### config.mk
export PLATFORM = sky130hd
export DESIGN_NAME = strobe_out_port
export DESIGN_NICKNAME = d
export VERILOG_FILES = /design/src/rtl/sop_pkg.sv /design/src/rtl/sop_ack_sync.sv /design/src/rtl/sop_data_latch.sv /design/src/rtl/sop_hs_ctrl.sv /design/src/rtl/strobe_out_port.sv
export SDC_FILE = /design/constraint.sdc
export NUM_CORES = 1
export LEC_CHECK = 0
export BUFFER_PORTS_ARGS = -buffer_cell sky130_fd_sc_hd__buf_2
export CAP_MARGIN = 40
export CELL_PAD_IN_SITES_DETAIL_PLACEMENT = 0
export CELL_PAD_IN_SITES_GLOBAL_PLACEMENT = 2
export CORE_MARGIN = 5
export CORE_UTILIZATION = 20
export DETAILED_ROUTE_END_ITERATION = 6
export GPL_ROUTABILITY_DRIVEN = 0
export PLACE_DENSITY = 0.7
export SLEW_MARGIN = 20
export SYNTH_ARGS = -nofsm -noshare
export SYNTH_HDL_FRONTEND = slang
export SYNTH_SLANG_ARGS = --single-unit
### constraint.sdc
create_clock -name clk -period 1.2 [get_ports clk]
set_input_delay 0.12 -clock clk [delete_from_list [all_inputs] [get_ports clk]]
set_output_delay 0.12 -clock clk [all_outputs]
set_load 0.005 [all_outputs]
### src/rtl/sop_pkg.sv
package sop_pkg;
  localparam int unsigned STATUS_W  = 8;
  localparam int unsigned STAT_OBF  = 7;
  localparam int unsigned STAT_ACK  = 6;
  localparam int unsigned STAT_INTR = 3;

  function automatic logic [STATUS_W-1:0] pack_status(input logic obf_n_v,
                                                      input logic ack_v,
                                                      input logic intr_v);
    logic [STATUS_W-1:0] s;
    s            = '0;
    s[STAT_OBF]  = obf_n_v;
    s[STAT_ACK]  = ack_v;
    s[STAT_INTR] = intr_v;
    return s;
  endfunction
endpackage

### src/rtl/sop_ack_sync.sv
module sop_ack_sync #(
  parameter int unsigned STAGES = 2
) (
  input  logic clk,
  input  logic rst,
  input  logic ack_n_async,
  output logic ack_lvl,
  output logic ack_fall
);
  // Stages 0..STAGES-1 synchronize the input; stage STAGES holds the previous level.
  logic [STAGES:0] chain;

  always_ff @(posedge clk) begin
    if (rst) chain <= '1;
    else     chain <= {chain[STAGES-1:0], ack_n_async};
  end

  assign ack_lvl  = chain[STAGES-1];
  assign ack_fall = chain[STAGES] & ~chain[STAGES-1];
endmodule

### src/rtl/sop_data_latch.sv
module sop_data_latch #(
  parameter int unsigned DATA_W = 8
) (
  input  logic              clk,
  input  logic              rst,
  input  logic              load,
  input  logic [DATA_W-1:0] din,
  output logic [DATA_W-1:0] dout
);
  always_ff @(posedge clk) begin
    if (rst)       dout <= '0;
    else if (load) dout <= din;
  end
endmodule

### src/rtl/sop_hs_ctrl.sv
module sop_hs_ctrl (
  input  logic clk,
  input  logic rst,
  input  logic load,
  input  logic ack_fall,
  input  logic ack_lvl,
  input  logic ie,
  output logic full,
  output logic intr
);
  // pend: the device has taken the last byte and no new byte has been accepted yet.
  logic pend;

  always_ff @(posedge clk) begin
    if (rst) begin
      full <= 1'b0;
      pend <= 1'b0;
    end else if (load) begin
      full <= 1'b1;
      pend <= 1'b0;
    end else if (ack_fall && full) begin
      full <= 1'b0;
      pend <= 1'b1;
    end
  end

  assign intr = pend & ack_lvl & ~full & ie;
endmodule

### src/rtl/strobe_out_port.sv
module strobe_out_port #(
  parameter int unsigned DATA_W      = 8,
  parameter int unsigned SYNC_STAGES = 2
) (
  input  logic                          clk,
  input  logic                          rst,
  input  logic                          wr_valid,
  output logic                          wr_ready,
  input  logic [DATA_W-1:0]             wr_data,
  output logic [DATA_W-1:0]             dout,
  output logic                          obf_n,
  input  logic                          ack_n,
  input  logic                          ie,
  output logic                          intr,
  output logic [sop_pkg::STATUS_W-1:0]  status
);
  logic full, load, ack_lvl, ack_fall;

  assign wr_ready = ~full;
  assign load     = wr_valid & ~full;
  assign obf_n    = ~full;

  sop_ack_sync #(.STAGES(SYNC_STAGES)) u_sync (
    .clk(clk), .rst(rst), .ack_n_async(ack_n),
    .ack_lvl(ack_lvl), .ack_fall(ack_fall)
  );

  sop_data_latch #(.DATA_W(DATA_W)) u_latch (
    .clk(clk), .rst(rst), .load(load), .din(wr_data), .dout(dout)
  );

  sop_hs_ctrl u_ctrl (
    .clk(clk), .rst(rst), .load(load), .ack_fall(ack_fall), .ack_lvl(ack_lvl),
    .ie(ie), .full(full), .intr(intr)
  );

  assign status = sop_pkg::pack_status(~full, ack_lvl, intr);
endmodule

Word level (Yosys, flattened, before mapping)
Index checks and enable logic that the tools add are counted.
{ "totals": {"reg_bits": 13, "in_bits": 13, "output_inout_bits": 19, "elab_cells": 16} }
{ "op_classes": {"muxes": 2, "bitwise": 7, "reduce_logical": 3} }
{ "ops": {"columns": ["op", "count"], "rows": [
  ["$and A1 B1 Y1", 5],
  ["$mux W1", 2],
  ["$not A1 Y1", 2],
  ["$reduce_bool A2 Y1", 1],
  ["$reduce_or A2 Y1", 1],
  ["$logic_and A1 B1 Y1", 1]
]} }

Depth between registers and ports, before layout
Gate-level depths: netlist of run 1.
{ "depth": {"depth_word": 5, "mapped_depth": 4, "ltp_nobuf": 3} }

Cells and area by module
A second synthesis of run 1 with hierarchy kept.
{ "unflattened": {"cells_unflattened": 53, "hier_area_um2": 530.5} }
{ "by_module_without_submodules": {"columns": ["mod", "instances", "cells_each", "area_each_um2", "seq_area_each_um2"], "rows": [
  ["sop_data_latch", 1, 26, 285.3, 160.2],
  ["sop_ack_sync", 1, 7, 85.1, 60.1],
  ["strobe_out_port", 1, 12, 81.3, 0.0],
  ["sop_hs_ctrl", 1, 8, 78.8, 40.0]
]} }

Worst setup path before layout of run 1
OpenSTA, ideal clock, no wires.
{ "synth_timing": {"path_type": "flip-flop to flip-flop", "from": "register u_ctrl.full", "to": "register u_ctrl.pend", "t_arrival_ns": 0.894, "t_required_ns": 1.130, "setup_slack_ns": 0.235, "path_stages_with_launch": 4, "synth_period_minus_slack_ns": 0.965, "path_cell_list": "dfxtp_1 -> inv_2 -> or3_1 -> a21oi_1"} }
{ "synth_via": {"elab_chain_cells": 3, "elab_cells_between_ends": 4, "cone_classes": "bitwise: 2; reduce/logical: 2"} }
{ "synth_rtl": {"columns": ["element", "line_no", "text"], "rows": [
  ["start, declared", "sop_hs_ctrl.sv:8", "output logic full,"],
  ["start signal, assigned", "sop_hs_ctrl.sv:16", "full <= 1'b0;"],
  ["start signal, assigned", "sop_hs_ctrl.sv:19", "full <= 1'b1;"],
  ["start signal, assigned", "sop_hs_ctrl.sv:22", "full <= 1'b0;"],
  ["$not A1 Y1", null, null],
  ["via obf_n", "strobe_out_port.sv:11", "output logic obf_n,"],
  ["$and A1 B1 Y1", "strobe_out_port.sv:20", "assign load = wr_valid & ~full;"],
  ["$reduce_or A2 Y1 (no line)", null, null],
  ["end signal, assigned", "sop_hs_ctrl.sv:17", "pend <= 1'b0;"],
  ["end signal, assigned", "sop_hs_ctrl.sv:20", "pend <= 1'b0;"],
  ["end signal, assigned", "sop_hs_ctrl.sv:23", "pend <= 1'b1;"],
  ["end, declared", "sop_hs_ctrl.sv:12", "logic pend;"]
]} }
The timed path passes the listed nets, and every way through them passes these cells.
A chain may end at the register's enable or synchronous reset.

Worst setup path in the final report of run 1
{ "layout_timing": {"from": "register u_ctrl.full", "to": "output port status[3] (netlist name)"} }
{ "layout_via": {"elab_chain_cells": 3} }
{ "layout_rtl": {"columns": ["element", "line_no", "text"], "rows": [
  ["$not A1 Y1", "sop_hs_ctrl.sv:27", "assign intr = pend & ack_lvl & ~full & ie;"],
  ["$and A1 B1 Y1 (2 in series)", "sop_hs_ctrl.sv:27", null],
  ["end, declared", "strobe_out_port.sv:15", "output logic [sop_pkg::STATUS_W-1:0] status"]
]} }
No other way between the ends.

==> metrics.md, run 1 <==
| Metric | Value |
|---|---|
| Net count, final | 101 |
| Post-CTS Resized | 0 |
| Fin crit share | 92.7% |
| Initial DRC count | 9 |
| CTS Sinks | 13 |
| Post-CTS Hold Buffers | 0 |
| Setup slack after layout | 88.0 ps |
| Die width | 61.1 microns |
| Clk root buf | clkbuf_4 |
| Synth Warn # | 0 |
| Most frequent cells in the layout | buf_2 (26), nand2_1 (16), dfxtp_1 (11) |
| Die height | 61.1 microns |
| Clock edge transition at the registers on the reported setup and hold paths | 80 ps |
| Metal1 wirelength | 459 microns |
| Pre-CTS worst setup slack | 155 ps |
| Reg2reg start | u_ctrl.full |
| Detail Route met3 WL | 125 microns |
| Initial antenna violation count | 0 |
| Final hold vios | 0 |
| Synth Register Bits | 13 |
| Wirelength, routed | 1120 microns |
| Number of global-route vias before repair | 396 |
| Largest net degree at the start of global routing | 14 |
| Post-CTS setup buffer count | 0 |
| Critical setup path kind | reg2out |
| Final min period | 1110 ps |
| Post-Syn Area | 523 sq um |
| Layout cells sized above 1 | 43.7% |
| Total die area | 3740 sq um |
| Detail Route Antenna Nets | 0 |
| GRT Total Usage | 6.33% |
| Max rail drop VDD | 583 uV |
| Initial core utilization | 20.9% |
| Hold depth | 2 |
| First-pass GRT wire length | 1690 microns |
| Critical path data arrival time | 990 ps |
| Seq/Total Area, Yosys | 49.8% |
| Crit path from | u_ctrl.full |
| IO buf count | 26 |
| Row count | 18 |
| F_max | 899 MHz |
| Worst Hold Class | in2reg |
| Drt wl/cell | 9.60 microns |
| Hold Startpoint | ack_n |
| Worst reg2reg path endpoint | u_latch.dout[0] |
| Core area | 2500 sq um |
| Num CTS Buffers | 3 |
| Hold path endpoint | u_sync.chain[0] |
| Final Skew | 1.96 ps |
| Ports | 32 |
| H-tree levels | 1 |
| Clock Latency Late Sink | 270 ps |
| Maxcap violations | 0 |
| Reg2Reg Depth | 3 |
| Crit end category | output port |
| Static Leak | 0.319 nW |
| Slew Limit Fails | 0 |
| Max layer used | met4 |
| Via count | 454 |
| CTS tree | yes |
| Drt pass-1 iters | 4 |
| CP max FO | 5 |
| Filler cells | 293 |
| Post-synthesis cell type count | 16 |
| Met2 wire length | 512 microns |
| Status | finished clean |
| Syn Area/Cell | 8.17 sq um |
| Gate Count Post-Synth | 64 |
| RSZ-0062 raised after global routing | no |
| Commonest non-fill, non-tap cell in the layout | buf_2 |
| Grt ovf | 0 |
| N_diodes | 0 |
| TNS Setup | 0 ps |
| Area delta synth->final | 26.8% |
| Flop-to-flop setup slack | 220 ps |
| Avg Vias per Cell | 3.88 |
| Setup Viol. Count Final | 0 |
| Number of remaining DRC errors | 0 |
| Pwr Density | 1260 nW/um^2 |
| Clock Tree Buf Depth | 2 |
| Worst setup SP type | flop |
| Worst EP required | 1080 ps |
[per-stage QoR]
step / hold WS [ps] / cell area, sq um / std cells / utilization [%] / power (mW)
global route: 5.86 / 663 / 117 / 26.5 / 0.903
global placement: 305 / 633 / 113 / 25.3 / 0.587
floorplan: 224 / 538 / 68 / - / 0.552
CTS: 11.9 / 661 / 117 / 26.4 / 0.861
finish: 26.5 / 663 / 117 / 26.5 / 0.838
detailed placement: 308 / 633 / 113 / 25.3 / 0.590
[cell type report]
class                           count  area, sq um  share of cell area (%)
Clock buffer                        3         22.5                    3.40
Timing Repair Buffer               27          138                    20.8
Clock inverter                      1         5.00                   0.755
Sequential cell                    13          263                    39.6
Tap cell                           30         37.5                    5.66
Inverter                            3         11.3                    1.70
Multi-Input combinational cell     40          186                    28.1
[routing by layer]
| layer | up-vias | global-route usage [%] |
|---|---|---|
| met1 | 195 | 7.46 |
| li1 | 234 | - |
| met3 | 2 | 3.35 |
| met5 | - | 0 |
| met4 | 0 | 3.72 |
| met2 | 23 | 9.06 |
[power breakdown]
part	switching, mW	internal (mW)
Sequential	0.0122	0.456
Clock	0.139	0.123
Combinational	0.0561	0.0518
Total	0.207	0.631
[critical path, stage by stage (launching register included)]
cell,delay [ps]
dfxtp_2,340
inv_2,70
and4_2,200
buf_2,110
[worst max path at each step]
stage          depth (start not counted)              end  slack [ps]
2_1_floorplan                          3      u_ctrl.pend         240
3_3_place_gp                           3  u_latch.dout[6]         200
3_5_place_dp                           3  u_latch.dout[0]         160
4_1_cts                                3             intr          40
5_1_grt                                3        status[3]          10
6_report                               3        status[3]          90
[state kept, by name, summed over array words and instances (netlist names)]
signal and flops:
u_ctrl.pend 1, u_ctrl.full 1, u_latch.dout 8, u_sync.chain 3
[kinds of logic after synthesis]
kind of cell | Yosys count | synth area share, %
flops | 13 | 49.8
compound gates | 12 | 11.5
simple gates | 23 | 20.6
other cells | 1 | 0.717
buf+inv | 15 | 17.5
[cells in the mapped netlist]
| master | count | share of area, % |
|---|---|---|
| a21oi_1 | 10 | 9.6 |
| and4_2 | 1 | 1.9 |
| buf_2 | 1 | 0.96 |
| buf_4 | 9 | 13 |
| clkbuf_1 | 2 | 1.4 |
| clkinv_1 | 1 | 0.72 |
| conb_1 | 1 | 0.72 |
| dfxtp_1 | 13 | 50 |
| inv_1 | 1 | 0.72 |
| inv_2 | 1 | 0.72 |
| nand2_1 | 16 | 11 |
| nand2b_1 | 1 | 1.2 |
| nor2b_1 | 1 | 1.2 |
| o21ai_0 | 2 | 1.9 |
| or2_2 | 3 | 3.6 |
| or3_1 | 1 | 1.2 |
Power figures use the tool's default switching activity.
==> run 2, diff against run 1 <==
--- a/config.mk
+++ b/config.mk
@@ -14,6 +14,8 @@
 export DETAILED_ROUTE_END_ITERATION = 6
 export GPL_ROUTABILITY_DRIVEN = 0
 export PLACE_DENSITY = 0.7
+export RECOVER_POWER = 50
+export SETUP_SLACK_MARGIN = 0.1
 export SLEW_MARGIN = 20
 export SYNTH_ARGS = -nofsm -noshare
 export SYNTH_HDL_FRONTEND = slang
==> run 2 against run 1 <==
Count of clock-buffer cells in the layout did not move; hold slack got worse by 1.6 ps; critical path depth rose by 1; critical path type is now reg2reg; critical endpoint is now u_ctrl.pend; largest power group unchanged.
==> metrics.md, run 2 (synthesis gave the netlist of run 1 again) <==
| Metric | Value |
|---|---|
| GRT Total Usage | 6.63% (was 6.33%) |
| Count of buffer and inverter cells on the critical path | 2 (unchanged) |
| Core area | 2500 sq um (unchanged) |
| Fin crit share | 91.7% (was 92.7%) |
| Drt wl/cell | 9.90 microns (was 9.60 microns) |
| Number of remaining DRC errors | 0 (unchanged) |
| Setup slack after layout | 99.6 ps (was 88.0 ps) |
| Number of global-route vias before repair | 415 (was 396) |
| Die width | 61.1 microns (unchanged) |
| CP peak stage delay | 380 ps (was 340 ps) |
| Static Leak | 0.306 nW (was 0.319 nW) |
| Critical setup path kind | reg2reg (was reg2out) |
| Most frequent cells in the layout | buf_2 (18), nand2_1 (16), dfxtp_1 (12) (was buf_2 (26), nand2_1 (16), dfxtp_1 (11)) |
| N_diodes | 0 (unchanged) |
| RSZ-0062 raised after global routing | yes (was no) |
| Avg Vias per Cell | 3.83 (was 3.88) |
| Maxcap violations | 0 (unchanged) |
| Clock Latency Late Sink | 270 ps (about the same) |
| Top delay family on crit path | flip-flops (unchanged) |
| TNS Setup | 0 ps (unchanged) |
| Sw Pwr | 215 uW (was 207 uW) |
| Total die area | 3740 sq um (unchanged) |
| Final core occ | 27.1% (was 26.5%) |
| Comb pwr share | 14.0% (was 12.9%) |
| Slowest stage cell, crit path | dfxtp_1 (was dfxtp_2) |
| Worst EP required | 1400 ps (was 1080 ps) |
| Row count | 18 (unchanged) |
| Pre-CTS worst setup slack | 155 ps (unchanged) |
| H-tree levels | 1 (unchanged) |
| Largest net degree at the start of global routing | 14 (unchanged) |
| Clk root buf | clkbuf_4 (unchanged) |
| Cell internal pwr | 635 uW (was 631 uW) |
| Final Skew | 2.71 ps (was 1.96 ps) |
| Slew Limit Fails | 0 (unchanged) |
| First-pass GRT wire length | 1770 microns (was 1690 microns) |
| Via count | 459 (was 454) |
| Reg power frac | 54.9% (was 55.8%) |
| Crit end category | flop (was output port) |
| F_max | 909 MHz (was 899 MHz) |
| CP max FO | 4 (was 5) |
| Max rail drop VDD | 593 uV (was 583 uV) |
| Worst setup SP type | flop (unchanged) |
| Final hold vios | 0 (unchanged) |
| Worst Hold Class | in2reg (unchanged) |
| Area delta synth->final | 29.7% (was 26.8%) |
| Hold slack | 24.9 ps (was 26.5 ps) |
| Slew HR | 63.3% |
| Registers with the most flip-flops | u_latch.dout x8, u_sync.chain x3 (unchanged) |
| Commonest non-fill, non-tap cell in the layout | buf_2 (unchanged) |
| Switching portion of total power | 25.3% (was 24.7%) |
| Clock edge transition at the registers on the reported setup and hold paths | 80 ps (about the same) |
| Drt pass-1 iters | 2 (was 4) |
| Ports | 32 (unchanged) |
| Clock Tree Buf Depth | 2 (unchanged) |
| Wirelength, routed | 1190 microns (was 1120 microns) |
| Worst-margin pin slew | 550 ps |
| Top reg by flops | u_latch.dout (unchanged) |
| Clock power frac | 31.1% (was 31.3%) |
| Num CTS Buffers | 3 (unchanged) |
| Pwr Density | 1250 nW/um^2 (was 1260 nW/um^2) |
| Max reg flops | 8 (unchanged) |
| CTS Sinks | 13 (unchanged) |
| Critical path data arrival time | 1300 ps (was 990 ps) |
| Initial DRC count | 10 (was 9) |
| IO buf count | 26 (unchanged) |
| Layout cells sized above 1 | 35.6% (was 43.7%) |
| Status | finished clean (unchanged) |
| Net count, final | 104 (was 101) |
| Detail Route Antenna Nets | 0 (unchanged) |
| Crit-path cells | inv_2 -> buf_4 -> or3_1 -> a21oi_1 (was inv_2 -> and4_2 -> buf_2) |
| Grt ovf | 0 (unchanged) |
| Initial antenna violation count | 0 (unchanged) |
| Die height | 61.1 microns (unchanged) |
| Initial core utilization | 20.9% (unchanged) |
| Final min period | 1100 ps (was 1110 ps) |
| Setup Viol. Count Final | 0 (unchanged) |
| CTS tree | yes (unchanged) |
==> run 2: through the flow <==
stage | cell area [sq um] | power (mW) | cells
floorplan | 538 | 0.552 | 68
global placement | 633 | 0.587 | 113
detailed placement | 633 | 0.590 | 113
CTS | 678 | 0.870 | 119
global route | 678 | 0.911 | 120
finish | 678 | 0.850 | 120
==> run 2: final timing paths <==
check                       start         endpoint  slack, ps  cells after the start
setup / recovery      u_ctrl.full      u_ctrl.pend        100                      4
hold / removal              ack_n  u_sync.chain[0]         20                      2
setup reg to reg      u_ctrl.full      u_ctrl.pend        100                      4
hold reg to reg   u_sync.chain[0]  u_sync.chain[1]        410                      1
==> run 2: repair_timing <==
action | 4_1_cts | 5_1_grt
pin swaps | 0 | 1
setup buffers | 2 | 1
gates resized for setup | 2 | 2
hold buffers | 0 | 0
setup endpoints to repair | 2 | 3
cloned | 0 | 0
==> run 2: layer usage <==
metal,GRT usage (%),routed length [microns]
met4,3.72,26
met2,10.1,540
met5,0,0
met1,7.46,490
met3,3.35,131
==> run 2: final cells by class <==
type                       instances  area, sq um
clock inverter                     1         5.00
fill                             295         1820
timing repair buffer              30          150
sequential                        13          264
tap                               30         37.5
multi-input combinational         40          188
inverter                           3         11.3
clock buffer                       3         22.5
==> run 2: power by group through the flow <==
stage / clock, mW / combinational [mW] / sequential, mW
after floorplan: 0 / 0.0736 / 0.478
after global placement: 0 / 0.110 / 0.477
after detailed placement: 0 / 0.112 / 0.478
after CTS: 0.281 / 0.121 / 0.468
after global routing: 0.305 / 0.136 / 0.470
final: 0.265 / 0.119 / 0.466
